## src/rtl/zpad_pkg.sv

```systemverilog
package zpad_pkg;

    localparam int ZP_CNT_W = 4;
    localparam int ZP_CTL_W = ZP_CNT_W + 1;

    typedef enum logic [1:0] {
        ST_PASS = 2'd0,
        ST_TAKE = 2'd1,
        ST_PAD  = 2'd2
    } zp_state_t;

    typedef struct packed {
        logic                en;
        logic [ZP_CNT_W-1:0] nzero;
    } zp_ctl_t;

endpackage

```

## src/rtl/zpad_ctl_reg.sv

```systemverilog
module zpad_ctl_reg
    import zpad_pkg::*;
(
    input  logic                clk,
    input  logic                rst_n,
    input  logic                we,
    input  logic [ZP_CTL_W-1:0] wdata,
    output zp_ctl_t             ctl
);

    always_ff @(posedge clk) begin
        if (!rst_n) begin
            ctl <= '0;
        end else if (we) begin
            ctl <= zp_ctl_t'(wdata);
        end
    end

    a_r2_write_loads: assert property (@(posedge clk) disable iff (!rst_n)
        we |=> (ctl == zp_ctl_t'($past(wdata))));

    a_r2_hold_no_write: assert property (@(posedge clk) disable iff (!rst_n)
        (!we && $past(rst_n)) |=> $stable(ctl));

endmodule

```

## src/rtl/zpad_sequencer.sv

```systemverilog
module zpad_sequencer
    import zpad_pkg::*;
(
    input  logic      clk,
    input  logic      rst_n,
    input  zp_ctl_t   ctl,
    output logic      take,
    output zp_state_t state
);

    zp_state_t           state_nx;
    logic [ZP_CNT_W-1:0] cnt;
    logic [ZP_CNT_W-1:0] cnt_nx;

    // state and counter register
    always_ff @(posedge clk) begin
        if (!rst_n) begin
            state <= ST_PASS;
            cnt   <= '0;
        end else begin
            state <= state_nx;
            cnt   <= cnt_nx;
        end
    end

    // next state and counter
    always_comb begin
        state_nx = state;
        cnt_nx   = cnt;
        unique case (state)
            ST_PASS, ST_TAKE: begin
                cnt_nx = ctl.nzero;
                if (!ctl.en) begin
                    state_nx = ST_PASS;
                end else if (ctl.nzero == '0) begin
                    state_nx = ST_TAKE;
                end else begin
                    state_nx = ST_PAD;
                end
            end
            ST_PAD: begin
                cnt_nx = cnt - 1'b1;
                if (cnt == ZP_CNT_W'(1)) begin
                    state_nx = ST_TAKE;
                end
            end
            default: begin
                state_nx = ST_PASS;
                cnt_nx   = '0;
            end
        endcase
    end

    // output decode
    always_comb begin
        unique case (state)
            ST_PASS, ST_TAKE: take = 1'b1;
            ST_PAD:           take = 1'b0;
            default:          take = 1'b0;
        endcase
    end

    a_r3_pad_count_nonzero: assert property (@(posedge clk) disable iff (!rst_n)
        (state == ST_PAD) |-> (cnt != '0));

    a_r3_pad_end_takes: assert property (@(posedge clk) disable iff (!rst_n)
        (state == ST_PAD && cnt == ZP_CNT_W'(1)) |=> (state == ST_TAKE));

    a_r5_count_steps_down: assert property (@(posedge clk) disable iff (!rst_n)
        (state == ST_PAD && cnt != ZP_CNT_W'(1)) |=>
            (state == ST_PAD && cnt == ZP_CNT_W'($past(cnt) - 1'b1)));

    a_r6_disable_only_at_take: assert property (@(posedge clk) disable iff (!rst_n)
        (state == ST_PAD) |=> (state != ST_PASS));

    a_r8_reset_state: assert property (@(posedge clk)
        !rst_n |=> (state == ST_PASS));

endmodule

```

## src/rtl/zpad_out_stage.sv

```systemverilog
module zpad_out_stage #(
    parameter int DATA_W = 16
) (
    input  logic              clk,
    input  logic              rst_n,
    input  logic              take,
    input  logic [DATA_W-1:0] in_data,
    output logic [DATA_W-1:0] out_data,
    output logic              out_real
);

    always_ff @(posedge clk) begin
        if (!rst_n) begin
            out_data <= '0;
            out_real <= 1'b0;
        end else if (take) begin
            out_data <= in_data;
            out_real <= 1'b1;
        end else begin
            out_data <= '0;
            out_real <= 1'b0;
        end
    end

    a_r4_pad_is_zero: assert property (@(posedge clk)
        !out_real |-> (out_data == '0));

    a_r1_data_follows_input: assert property (@(posedge clk) disable iff (!rst_n)
        take |=> (out_real && out_data == $past(in_data)));

endmodule

```

## src/rtl/zpad_rate_adapter.sv

```systemverilog
module zpad_rate_adapter
    import zpad_pkg::*;
#(
    parameter int DATA_W = 16
) (
    input  logic                clk,
    input  logic                rst_n,
    input  logic                ctl_we,
    input  logic [ZP_CTL_W-1:0] ctl_wdata,
    input  logic [DATA_W-1:0]   in_data,
    output logic [DATA_W-1:0]   out_data,
    output logic                out_real
);

    zp_ctl_t   ctl;
    logic      take;
    zp_state_t seq_state;

    zpad_ctl_reg u_ctl (
        .clk   (clk),
        .rst_n (rst_n),
        .we    (ctl_we),
        .wdata (ctl_wdata),
        .ctl   (ctl)
    );

    zpad_sequencer u_seq (
        .clk   (clk),
        .rst_n (rst_n),
        .ctl   (ctl),
        .take  (take),
        .state (seq_state)
    );

    zpad_out_stage #(.DATA_W(DATA_W)) u_out (
        .clk      (clk),
        .rst_n    (rst_n),
        .take     (take),
        .in_data  (in_data),
        .out_data (out_data),
        .out_real (out_real)
    );

    a_r1_pass_gives_real: assert property (@(posedge clk) disable iff (!rst_n)
        (seq_state == ST_PASS) |=> out_real);

    a_r3_zero_count_every_clock: assert property (@(posedge clk) disable iff (!rst_n)
        (seq_state == ST_TAKE && ctl.en && ctl.nzero == '0) |=> out_real);

    a_r8_reset_outputs: assert property (@(posedge clk)
        !rst_n |=> (!out_real && out_data == '0));

endmodule

```

## config.mk

```make
export PLATFORM = sky130hd
export DESIGN_NAME = zpad_rate_adapter
export DESIGN_NICKNAME = d
export VERILOG_FILES = /design/src/rtl/zpad_pkg.sv /design/src/rtl/zpad_ctl_reg.sv /design/src/rtl/zpad_sequencer.sv /design/src/rtl/zpad_out_stage.sv /design/src/rtl/zpad_rate_adapter.sv
export SDC_FILE = /design/constraint.sdc
export NUM_CORES = 1
export LEC_CHECK = 0
export CAP_MARGIN = 20
export CORE_ASPECT_RATIO = 1.2
export CORE_MARGIN = 2
export CORE_UTILIZATION = 52
export CTS_BUF_LIST = sky130_fd_sc_hd__clkbuf_16
export CTS_CLUSTER_SIZE = 8
export DETAILED_ROUTE_END_ITERATION = 10
export DONT_BUFFER_PORTS = 1
export PLACE_DENSITY = 0.8
export SLEW_MARGIN = 20
export SYNTH_ARGS = -nofsm -noshare
export SYNTH_HDL_FRONTEND = slang
export SYNTH_SLANG_ARGS = --single-unit
export TNS_END_PERCENT = 30
```

## constraint.sdc

```tcl
create_clock -name clk -period 1.3 [get_ports clk]
set_clock_uncertainty 0.2 [all_clocks]
set_input_delay 0.325 -clock clk [delete_from_list [all_inputs] [get_ports clk]]
set_output_delay 0.325 -clock clk [all_outputs]
set_load 0.01 [all_outputs]
```

* Word level (Yosys, flattened, before mapping) *
Index checks and enable logic that the tools add are counted.

word-level totals
  register bits after elaboration = 28

cells by class
  muxes and demuxes = 7
  $add $sub $neg = 1
  equal/unequal tests = 4
  reduce and logical (&&, ||, !) cells = 4

operator list
  cell                   count
  $pmux W4 S2            1
  $mux W2                3
  $eq A4 B1 Y1 const B   1
  $logic_not A4 Y1       1
  $pmux W2 S2            1
  $sub A4 B1 Y4 const B  1
  $eq A2 B1 Y1 const B   1
  $eq A2 B2 Y1 const B   1
  $logic_not A2 Y1       1
  $mux W1                2
  $ne A2 B1 Y1 const B   1
  $reduce_and A2 Y1      1
  $reduce_or A2 Y1       1

* Longest topological paths before layout *
  word-level depth = 4
  depth in mapped cells = 5
  depth with buffers taken out = 5

* Hierarchy *
From an unflattened synthesis, not the netlist that was laid out.

second synthesis, totals
  cell total of the unflattened synthesis = 84
  area, all modules = 970.9 um2

by module, submodules not included
  module          times used  area an instance (um2)  sequential area each (um2)  cells an instance
  zpad_out_stage  1           475.5                   340.3                       36
  zpad_sequencer  1           302.8                   120.1                       32
  zpad_ctl_reg    1           192.7                   100.1                       16

* Worst setup path after synthesis *
Ideal clock, no wire load.

  path kind = register to register
  from = register, netlist name u_ctl.ctl[3]
  to = register u_seq.state[1]
  setup slack = -0.040 ns
  data required time = 0.978 ns
  data arrival time = 1.018 ns
  buffers on the path = 0
  stages on the path, launching flop included = 4
  path through = dfxtp_1 or4_4 or2b_1 a21boi_0

between the ends
  word-level cells in the longest chain between the ends = 4

RTL lines
  what                  RTL line              text
  $logic_not A4 Y1      zpad_sequencer.sv:35  end else if (ctl.nzero == '0) begin
  $mux W2               zpad_sequencer.sv:35
  $mux W2               zpad_sequencer.sv:33  if (!ctl.en) begin
  $pmux W2 S2           zpad_sequencer.sv:30  unique case (state)
  to (signal assigned)  zpad_sequencer.sv:21  state <= state_nx;
  to (decl)             zpad_sequencer.sv:8   output zp_state_t state

No other way between the ends.
A chain may end at the register's enable or synchronous reset.

* Worst setup path after layout *
  from = register, netlist name u_ctl.ctl[2]
  to = register u_seq.state[1]

between the ends
  word-level cells in the longest chain between the ends = 4

RTL lines
  what              RTL line
  $logic_not A4 Y1  zpad_sequencer.sv:35
  $mux W2           zpad_sequencer.sv:35
  $mux W2           zpad_sequencer.sv:33
  $pmux W2 S2       zpad_sequencer.sv:30

No other way between the ends.

==> results.md <==
- Status: finished, violations left
- Failing checks: hold timing, setup timing
- Psw: around 0.0004 W
- XOR/XNOR share of the synthesized area: 0.00926
- Final WS setup: -0.111 ns
- Final nets: 137
- First-pass GRT wire length: 3510 um
- Crit-path max FO: 2
- Setup TNS: -0.456 ns
- Power per Cell Area: 1580 mW/mm^2
- Predominant post-synthesis flop cell: dfxtp_1
- Diode count: 0
- Post-synth cell types: 22
- Adder-cell share of the synthesized area: 0.0265
- Slew margin rel.: 0.650
- DR pass1 iterations: 4
- Top Ports: 41
- Comb power frac: 0.088
- RR Startpoint: u_ctl.ctl[2]
- M1 WL: 863 um
- Final hold violation count: 1
- Area share of and/or/nand/nor cells after synthesis: 0.224
- Flip-flop and latch area: 566 um^2
- Crit start category: flip-flop
- GPL Wtd Cong: 0.805
- Multi-input logic area: approximately 360 um^2
- Pin count of the biggest net entering global routing: 18
- Count leader, synth: dfxtp_1
- Filler cell count: 93
- Post-Syn Instances: 86
- Internal power: 0.00164 W
- Cell family with most CP delay: simple AND/OR/NAND/NOR gates
- Number of synthesis warnings: 0
- Met3 wire length: 109 um
- Setup-failing EPs final: 12
- CTS tree: done
- Hold Crit Start: in_data[14]
- Via Count: 725
- Port Buf Inserts: 0
- Layout cells sized above 1: 0.155
- Ys async rst share: 0
- Die Wd: 42.9 um
- Post-synth top cells: dfxtp_1, and2_1, nor2b_1
- Switch share: 0.197
- Yosys top cell area share: 0.593
- Mapped Area: 946 um^2
- CP Cell Sequence: or4_4, or2b_1, a21boi_1
- Total CTS buffers: 3
- Clk buf depth: 2
- Sequential area share after synthesis: 0.593
- Crit path buf inv count: 0
- Max VDD drop: 0.00110 V
- Yosys top cell by area: dfxtp_1
- Area grow syn2layout: 36.1%
- Die ar.: approximately 0.0022 mm^2
- RSZ-0062 raised after global routing: true
- Clk_lat worst skew: between 0.2 and 0.3 ns
- Final Critical Period: between 1 and 1.5 ns
- DR DRC count: 0
- CP peak stage delay: roughly 0.54 ns
- Top sig layer: met4
- Row Count: 16
- GRT Total Usage: 0.226
- Core Region: 0.00166 mm^2
- Worst Path Class, Setup: flip-flop to flip-flop
- Synth area leaders: dfxtp_1, and2_1, mux2i_1, nor2b_1, ha_1
- Max H-tree Level: 1
- Total power draw: slightly above 0.002 W
- Vias per cell: approximately 5.7
- Grt total ovfl: 0
- Power share of the sequential group: 0.474
- Post-CTS Setup Inserts: 0
- Tcrit/Tclk final: 1.09
- Max_cap viols: 0
- Mux contribution to synthesized area: 0.0529
- CTS Root Cell: clkbuf_16
- Initial antenna violation count: 0
- Largest family of logic cells by synthesized area: simple AND/OR/NAND/NOR gates
- CP required: 1.25 ns
- Min-Delay Path Class: input pin to flip-flop
- CTS sink cnt: 28
- Vias in the first global route: approximately 750
- Die Ht: a little over 50 um
- Avg Cell Area, Syn: roughly 11 um^2
- Setup crit end kind: flip-flop
- Worst Max-Slew Pin Slew: roughly 0.52 ns
- Clk pwr share: 0.438
- CP max stage cell: or4_4
- Arrival @ worst endpoint: 1.36 ns
- Synth Area in Compound Gates: 0.0622
- Iter 0 DRT Violations: 7
- Number of synthesized flops with an enable pin: 0
- Slew Limit Fails: 0
- Final hold slack: -0.00446 ns
- CP startpoint: u_ctl.ctl[2]
- Max Clk Rate: 709 MHz
- DR WL/cell: 18.1 um
- Leakage: 0.550 nW
- Starting Density: 0.569
- DR WL met2: 1260 um
- Final HPWL DP: 1220 um
- Yosys reg bits: 28
- Routed WL: 2320 um
- Clock transition at the register clock pins on the worst setup and hold paths after CTS: 0.07 ns
- Net count after synthesis: 112
- Routed Antenna Nets: 0
worst reg2reg max path, cell delays in order (launching register included):
cell and delay, ns:
dfxtp_2 0.33, or4_4 0.54, or2b_1 0.18, a21boi_1 0.06
logic make-up (layout without fill, tap and decap cells):
group,count (synthesis),after routing
multiplexers,5,5
flip-flops,28,28
XOR/XNOR,1,1
adder cells (fa/ha/maj),2,2
AND/OR/NAND/NOR,33,33
AO/OA/AOI/OAI,9,9
buffers and inverters,8,32
path summary, 6_finish.rpt:
| check | slack, ns | depth (start not counted) | end |
|---|---|---|---|
| hold / removal | -0.004 | 1 | u_out.out_data[14] |
| setup reg to reg | -0.11 | 3 | u_seq.state[1] |
| setup / recovery | -0.11 | 3 | u_seq.state[1] |
| hold reg to reg | 0.37 | 2 | u_ctl.ctl[3] |
what timing repair did:
action | 4_1_cts | 5_1_grt
hold endpoints to repair | 20 | 1
pin swaps | 2 | 1
resized for setup | 2 | 3
hold buffers | 16 | 1
setup endpoints to repair | 21 | 22
cloned | 0 | 0
per-layer routing:
layer  track usage  vias to the layer above
li1              -                      324
met4         0.136                        0
met1         0.257                      352
met3        0.0360                        8
met2         0.391                       41
met5             0                        -
state kept, by name, summed over array words and instances (netlist names):
register        flops
u_out.out_data     16
u_seq.cnt           4
u_out.out_real      1
u_ctl.ctl           5
u_seq.state         2
power groups by stage:
stage               Sequential [W]  Clock, W  Combinational [W]
floorplan                 0.000973         0          0.0000975
detailed placement        0.000978         0           0.000127
finish                    0.000966  0.000893           0.000180
global placement          0.000979         0           0.000120
CTS                       0.000962  0.000891           0.000170
global route              0.000969  0.000926           0.000195
final cells by class:
cell class                      count  share of cell area
Multi-Input combinational cell     50               0.280
Tap cell                           18              0.0175
Sequential cell                    28               0.439
Inverter                            5              0.0146
Clock inverter                      1              0.0233
Clock buffer                        3              0.0583
Timing Repair Buffer               23               0.167
layout by cell type, fill, tap and decap left out:
master and n:
a21boi_1 1, a21o_1 1, a21oi_2 1, and2_1 19
and3_1 1, buf_4 6, bufinv_16 1, clkbuf_16 3
dfxtp_1 24, dfxtp_2 4, dlygate4sd3_1 17, ha_1 2
inv_1 5, mux2i_1 5, nand2b_1 2, nor2_1 1
nor2b_1 6, nor2b_2 1, o21a_1 1, o21ai_1 1
o22ai_1 3, o31ai_1 1, or2b_1 1, or4_1 1
or4_4 1, xnor2_1 1
through the flow:
step / cells / utilization / setup slack, ns / instance area (um^2)
after floorplan: 86 / - / -0.0301 / 947
after global placement: 107 / 0.603 / -0.0737 / 1000
after detailed placement: 107 / 0.603 / -0.166 / 1000
after CTS: 127 / 0.765 / -0.0868 / 1270
after global routing: 128 / 0.775 / -0.133 / 1290
final: 128 / 0.775 / -0.111 / 1290
No activity file was read; power rests on OpenSTA's default activity.
